--- src/rtl/rxbuf_pkg.sv ---
package rxbuf_pkg;
  typedef enum logic [1:0] {
    SRC_FULL   = 2'd0,
    SRC_NEMPTY = 2'd1,
    SRC_THRESH = 2'd2,
    SRC_OVR    = 2'd3
  } irq_src_e;
endpackage

--- src/rtl/rxbuf_deser.sv ---
module rxbuf_deser #(
  parameter int W = 8
) (
  input  logic         clk,
  input  logic         rst_n,
  input  logic         rx_en,
  input  logic         bit_valid,
  input  logic         bit_data,
  output logic         byte_valid,
  output logic [W-1:0] byte_data
);
  localparam int CW = $clog2(W);

  logic [W-1:0] sr;
  logic [CW-1:0] cnt;
  logic [W-1:0] nxt;

  assign nxt = {sr[W-2:0], bit_data};

  always_ff @(posedge clk or negedge rst_n) begin
    if (!rst_n) begin
      sr         <= '0;
      cnt        <= '0;
      byte_valid <= 1'b0;
      byte_data  <= '0;
    end else begin
      byte_valid <= 1'b0;
      if (!rx_en) begin
        cnt <= '0;
      end else if (bit_valid) begin
        sr <= nxt;
        if (cnt == CW'(W - 1)) begin
          cnt        <= '0;
          byte_valid <= 1'b1;
          byte_data  <= nxt;
        end else begin
          cnt <= cnt + 1'b1;
        end
      end
    end
  end

  // no byte can come out while receive is disabled
  p_no_byte_when_off_r9: assert property (@(posedge clk) disable iff (!rst_n)
    !rx_en |=> !byte_valid);
endmodule

--- src/rtl/rxbuf_store.sv ---
module rxbuf_store #(
  parameter int DEPTH = 64,
  parameter int W     = 8
) (
  input  logic                       clk,
  input  logic                       rst_n,
  input  logic                       push,
  input  logic [W-1:0]               wdata,
  input  logic                       pop,
  input  logic                       flush,
  output logic [W-1:0]               head,
  output logic [$clog2(DEPTH):0]     count,
  output logic                       full,
  output logic                       nempty
);
  localparam int AW = $clog2(DEPTH);
  localparam int CW = AW + 1;

  logic [W-1:0]  mem [DEPTH];
  logic [AW-1:0] wr_ptr, rd_ptr;
  logic          do_push, do_pop;

  assign full    = (count == CW'(DEPTH));
  assign nempty  = (count != '0);
  assign do_push = push & ~full;
  assign do_pop  = pop & nempty;
  assign head    = mem[rd_ptr];

  always_ff @(posedge clk) begin
    if (do_push && !flush) mem[wr_ptr] <= wdata;
  end

  always_ff @(posedge clk or negedge rst_n) begin
    if (!rst_n) begin
      wr_ptr <= '0;
      rd_ptr <= '0;
      count  <= '0;
    end else if (flush) begin
      wr_ptr <= '0;
      rd_ptr <= '0;
      count  <= '0;
    end else begin
      if (do_push) wr_ptr <= wr_ptr + 1'b1;
      if (do_pop)  rd_ptr <= rd_ptr + 1'b1;
      case ({do_push, do_pop})
        2'b10:   count <= count + 1'b1;
        2'b01:   count <= count - 1'b1;
        default: count <= count;
      endcase
    end
  end

  p_count_bound_r2: assert property (@(posedge clk) disable iff (!rst_n)
    count <= CW'(DEPTH));
  p_full_drop_r3: assert property (@(posedge clk) disable iff (!rst_n)
    push && full && !pop && !flush |=> count == $past(count));
  p_flush_empties_r4: assert property (@(posedge clk) disable iff (!rst_n)
    flush |=> count == '0);
  p_no_underflow_r7: assert property (@(posedge clk) disable iff (!rst_n)
    pop && !nempty && !push |=> count == '0);
endmodule

--- src/rtl/rxbuf_spi_rd.sv ---
module rxbuf_spi_rd #(
  parameter int W = 8
) (
  input  logic         clk,
  input  logic         rst_n,
  input  logic         sclk,
  input  logic         cs_cfg_n,
  input  logic         cs_data_n,
  input  logic [W-1:0] head,
  input  logic         nempty,
  output logic         miso,
  output logic         pop
);
  localparam int BW = $clog2(W) + 1;

  logic         sclk_q, act_q, loaded;
  logic [W-1:0] tx_sr;
  logic [BW-1:0] bcnt;
  logic         act, start, rise, fall;

  assign act   = ~cs_data_n & cs_cfg_n;
  assign start = act & ~act_q;
  assign rise  = act & act_q & sclk & ~sclk_q;
  assign fall  = act & act_q & ~sclk & sclk_q;
  assign pop   = rise & (bcnt == BW'(W - 1)) & loaded;
  assign miso  = act & tx_sr[W-1];

  always_ff @(posedge clk or negedge rst_n) begin
    if (!rst_n) begin
      sclk_q <= 1'b0;
      act_q  <= 1'b0;
      loaded <= 1'b0;
      tx_sr  <= '0;
      bcnt   <= '0;
    end else begin
      sclk_q <= sclk;
      act_q  <= act;
      if (!act) begin
        bcnt   <= '0;
        loaded <= 1'b0;
        tx_sr  <= '0;
      end else if (start) begin
        tx_sr  <= nempty ? head : '0;
        loaded <= nempty;
        bcnt   <= '0;
      end else begin
        if (rise && bcnt < BW'(W)) bcnt <= bcnt + 1'b1;
        if (fall && bcnt != '0 && bcnt < BW'(W)) tx_sr <= {tx_sr[W-2:0], 1'b0};
      end
    end
  end

  // configuration select blocks any removal
  p_cfg_blocks_pop_r8: assert property (@(posedge clk) disable iff (!rst_n)
    !cs_cfg_n |-> !pop);
  // at most one removal per frame
  p_one_pop_per_frame_r6: assert property (@(posedge clk) disable iff (!rst_n)
    pop |=> !pop);
endmodule

--- src/rtl/rxbuf_top.sv ---
module rxbuf_top #(
  parameter int DEPTH = 64,
  parameter int W     = 8,
  parameter int AW    = $clog2(DEPTH)
) (
  input  logic          clk,
  input  logic          rst_n,
  input  logic          rx_en,
  input  logic          bit_valid,
  input  logic          bit_data,
  input  logic [AW-1:0] thr_lvl,
  input  logic          ovr_clr,
  input  logic [1:0]    irq0_sel,
  input  logic [1:0]    irq1_sel,
  input  logic          cs_cfg_n,
  input  logic          cs_data_n,
  input  logic          sclk,
  output logic          miso,
  output logic          st_full,
  output logic          st_nempty,
  output logic          st_thr,
  output logic          st_ovr,
  output logic          irq0,
  output logic          irq1
);
  import rxbuf_pkg::*;
  localparam int CW = AW + 1;

  logic          byte_valid, pop;
  logic [W-1:0]  byte_data, head;
  logic [CW-1:0] count;
  logic [3:0]    src;
  logic [1:0]    sel_a [2];
  logic [1:0]    irq_a;

  rxbuf_deser #(.W(W)) u_deser (
    .clk(clk), .rst_n(rst_n), .rx_en(rx_en),
    .bit_valid(bit_valid), .bit_data(bit_data),
    .byte_valid(byte_valid), .byte_data(byte_data));

  rxbuf_store #(.DEPTH(DEPTH), .W(W)) u_store (
    .clk(clk), .rst_n(rst_n), .push(byte_valid), .wdata(byte_data),
    .pop(pop), .flush(ovr_clr), .head(head), .count(count),
    .full(st_full), .nempty(st_nempty));

  rxbuf_spi_rd #(.W(W)) u_spi (
    .clk(clk), .rst_n(rst_n), .sclk(sclk), .cs_cfg_n(cs_cfg_n),
    .cs_data_n(cs_data_n), .head(head), .nempty(st_nempty),
    .miso(miso), .pop(pop));

  assign st_thr = count > {1'b0, thr_lvl};

  always_ff @(posedge clk or negedge rst_n) begin
    if (!rst_n)                     st_ovr <= 1'b0;
    else if (ovr_clr)               st_ovr <= 1'b0;
    else if (byte_valid && st_full) st_ovr <= 1'b1;
  end

  assign src[SRC_FULL]   = st_full;
  assign src[SRC_NEMPTY] = st_nempty;
  assign src[SRC_THRESH] = st_thr;
  assign src[SRC_OVR]    = st_ovr;
  assign sel_a[0] = irq0_sel;
  assign sel_a[1] = irq1_sel;

  for (genvar g = 0; g < 2; g++) begin : g_irq
    assign irq_a[g] = src[sel_a[g]];
  end
  assign irq0 = irq_a[0];
  assign irq1 = irq_a[1];

  p_ovr_sticky_r3: assert property (@(posedge clk) disable iff (!rst_n)
    st_ovr && !ovr_clr |=> st_ovr);
  p_ovr_cause_r3: assert property (@(posedge clk) disable iff (!rst_n)
    $rose(st_ovr) |-> $past(st_full));
  p_clr_drops_ovr_r4: assert property (@(posedge clk) disable iff (!rst_n)
    ovr_clr |=> !st_ovr && !st_nempty);
endmodule

--- config.mk ---
export PLATFORM = sky130hd
export DESIGN_NAME = rxbuf_top
export DESIGN_NICKNAME = d
export VERILOG_FILES = /design/src/rtl/rxbuf_pkg.sv /design/src/rtl/rxbuf_deser.sv /design/src/rtl/rxbuf_store.sv /design/src/rtl/rxbuf_spi_rd.sv /design/src/rtl/rxbuf_top.sv
export SDC_FILE = /design/constraint.sdc
export NUM_CORES = 1
export LEC_CHECK = 0
export ABC_AREA = 1
export BUFFER_PORTS_ARGS = -buffer_cell sky130_fd_sc_hd__buf_4
export CORE_ASPECT_RATIO = 1.75
export CORE_MARGIN = 2
export CORE_UTILIZATION = 40
export DETAILED_ROUTE_END_ITERATION = 12
export GPL_TIMING_DRIVEN = 1
export PLACE_DENSITY = 0.61
export SLEW_MARGIN = 20
export SYNTH_ARGS = -nofsm -noshare
export SYNTH_HDL_FRONTEND = slang
export SYNTH_SLANG_ARGS = --single-unit
--- constraint.sdc ---
create_clock -name clk -period 2.2 [get_ports clk]
set_input_delay 0.33 -clock clk [delete_from_list [all_inputs] [get_ports clk]]
set_output_delay 0.33 -clock clk [all_outputs]
set_load 0.02 [all_outputs]
==> results.yml <==
floorplanning:
  dieArea_mm2: 0.06096
  die_w_um: 187.5
  start_util: 0.4045
  num_rows: 117
  ios: 26
  core_mm2: 0.05826
  die_y_um: 325.1
sta:
  finalHoldViolations: 0
  final_max_slew_viol_count: 0
  postLayoutSetupSlackWorst_ns: -0.3354
  period_share: 1.152
  fmax_mhz: 394.4
  finalSetupViolCount: 10
  worst_pin_slew_ns: 0.8038
  fin_worst_skew_ns: 0.02775
  rsz0062_at_grt: "yes"
  fin_hold_ws_ns: 0.03371
  slew_headroom: 0.4641
  final.min_clock_period_ns: 2.535
hold_path:
  min_path_type: "in -> reg"
critical_path:
  crit_arrival_ns: 2.21
  cp-end-kind: "primary output"
  critPathTopFamily: "compound AO/OA/AOI/OAI gates"
  cp_slowest_cell: "dfrtp_1"
  crit_chain: "ha_4 > nand2_2 > o21ai_1 > a21oi_1 > o21a_1 > o21ai_2 > nor2_1 > o22ai_1 > buf_4"
  critical_path_class: "reg -> out"
  slowest_delay_ns: 0.43
  path_buf_inv: 1
  crit_fanout: 3
  worstPathRequired_ns: 1.87
  cp-start-kind: "register"
finish:
  diodes: 0
  multiInputGateArea_mm2: 0.006331
  stdcell_count: 3035
  final_core_util: 0.4951
  num-nets-final: 2255
  fillers: 5096
  regArea_mm2: 0.01674
  drive_above_1_share: 0.2020
  syn2layout_area_growth_pct: 22.40
clock_network:
  numCtsBuffers: 48
  clock_latency_ns: 0.59
  clk_pin_slew_worst_paths_ns: 0.07
  cts_buffer_depth: 3
  cts_tree: "done"
  htreeDepth: 2
  cts_root_buf: "clkbuf_16"
  cts.sinks: 566
logic_synthesis:
  ys_top_cells_by_count: "512 x edfxtp_1, 421 x nor2_1, 267 x o21ai_0"
  synth_area_leaders: "edfxtp_1 65%, nor2_1 6.7%, dfrtp_1 5.7%"
  ys_types: 43
  ys_async_sr_fraction: 0.09541
  syn_area_mm2: 0.02357
  ys.flop_type: "edfxtp_1"
  yosysTopAreaCellShare: 0.6523
  yosysMostFrequentCell: "edfxtp_1"
  syn_area_per_cell_um2: 11.71
  netlist_instances: 2012
  ys_seq_area_frac: 0.7097
  synth_edf_count: 512
  ys_seq_elements: 566
  syn_nets: 2045
  yosysTopAreaCell: "edfxtp_1"
  yosysWarningCount: 0
power:
  power.density_mw_per_mm2: 727.7
  ir_worst_vdd_v: 0.0007506
  leakage_nw: 10.37
routing:
  avgViaCountPerCell: 5.451
  drtIter0Drc: 1228
  ant_nets: 0
  via_count: 16550
  drcViolationCount: 0
  avgRoutedWirePerCell_um: 22.54
  first_pass_iters: 5
  wl_mm: 68.42
global_routing:
  grt_overflow_total: 0
  grt_pass1_wl_mm: 97.22
  grt_antenna_before_repair: 0
  grt_max_degree: 65
  grt_pass1_vias: 16410
  grt_usage: 0.2097
placed_design:
  dpl.hpwl_mm: 42.65
  dp_cells: 2893
  port_buffers: 25
  place_congestion: 0.9362
run:
  cap_viol_max_count: 0
run_status:
  outcome: "finished, violations left"
  violations: "setup timing"
## power by group
part / internal (mW) / switching, mW / leakage [nW]
registers: 11.7 / 0.0428 / 5.33
logic: 0.160 / 0.355 / 4.26
clock network: 4.84 / 3.85 / 0.774
total: 16.7 / 4.25 / 10.4
## worst reg2reg max path: stages, from the launching register on
cell and delay (ns):
dfrtp_4 0.56, buf_12 0.16, buf_6 0.11, clkbuf_16 0.15, nor2_4 0.07, nor2_1 0.04
o21ai_1 0.07, o211ai_1 0.21, nand3_2 0.21, nand3b_1 0.22, nand3_1 0.17, nand2_1 0.06
nand2_1 0.07, a21oi_2 0.05
## sequential cells by signal (all words and copies together) (netlist names)
| register | cells |
|---|---|
| u_spi.loaded | 1 |
| u_store.mem | 512 |
| u_spi.bcnt | 4 |
| u_store.rd_ptr | 6 |
| u_deser.byte_data | 8 |
| u_deser.cnt | 3 |
| u_spi.act_q | 1 |
| u_store.count | 7 |
| st_ovr | 1 |
| u_spi.tx_sr | 8 |
| u_spi.sclk_q | 1 |
| u_deser.byte_valid | 1 |
| u_deser.sr | 7 |
| u_store.wr_ptr | 6 |
## final cells by class
cell class / instances / share of cell area
Tap cell: 773 / 0.03353
Sequential cell: 566 / 0.5804
Clock inverter: 26 / 0.009499
Inverter: 79 / 0.01084
Multi-Input combinational cell: 1256 / 0.2195
Timing Repair Buffer: 271 / 0.1004
Clock buffer: 64 / 0.04589
## routing by layer
| metal | routed length [um] | GRT usage | vias to the layer above |
|---|---|---|---|
| met4 | 5195 | 0.1404 | 0 |
| met2 | 36460 | 0.3875 | 585 |
| met3 | 2885 | 0.02179 | 195 |
| met1 | 23890 | 0.2246 | 8171 |
| li1 | - | - | 7594 |
| met5 | 0 | 0 | - |
## repair_timing
action,in CTS,in global routing
endpoints found under the hold margin,57,0
cloned,0,19
endpoints found under the setup margin,39,118
pin swaps,1,86
gates resized for setup,9,155
hold buffers,6,0
buffers inserted,2,27
## through the flow
stage	total power [mW]	instance area, um2	worst slack (ns)	setup TNS (ns)
final	20.99	28850	-0.3354	-1.169
after global routing	21.50	28850	-0.4258	-2.595
after CTS	21.09	27690	-0.3529	-1.116
after detailed placement	12.50	25990	-0.1407	-3.124
after global placement	12.49	25990	-0.03932	-0.4549
after floorplan	12.23	23580	0.03361	0
## logic make-up (layout without fill, tap and decap cells)
logic type / count (synthesis) / in the layout / synth area share
buf+inv: 190 / 440 / 0.03764
flops: 566 / 566 / 0.7097
simple gates: 781 / 781 / 0.1354
xor+xnor: 2 / 2 / 0.0007434
compound gates: 459 / 459 / 0.1091
fa+ha+maj: 14 / 14 / 0.007432
## worst paths after layout
check                                        from                end  slack (ns)  depth (start not counted)
worst max register to register  u_store.rd_ptr[0]     u_spi.tx_sr[1]       -0.05                         13
worst max-delay path             u_store.count[2]               irq0       -0.34                          9
worst min register to register     u_spi.tx_sr[0]     u_spi.tx_sr[0]        0.48                          2
max in group asynchronous                   rst_n  u_store.rd_ptr[0]        1.20                          2
worst min-delay path                     cs_cfg_n        u_spi.act_q        0.03                          3
min in group asynchronous                   rst_n      u_spi.bcnt[3]        0.37                          2
## cell usage in the layout (no fill, tap or decap), types with 18 or more instances in the layout
cell / Yosys / routed
o22ai_1: 43 / 40
buf_4: 5 / 192
buf_6: 13 / 18
nor2_1: 421 / 392
nand3_2: 1 / 24
inv_1: 77 / 75
a21oi_1: 27 / 24
nand3_1: 78 / 55
edfxtp_1: 512 / 512
nand2_1: 233 / 224
nor2_2: 3 / 25
o211ai_1: 61 / 61
o21ai_1: 35 / 62
buf_12: 0 / 27
clkbuf_16: 0 / 65
o21ai_0: 267 / 229
dfrtp_1: 54 / 44
Note: power is estimated with default switching activity, not from simulation.
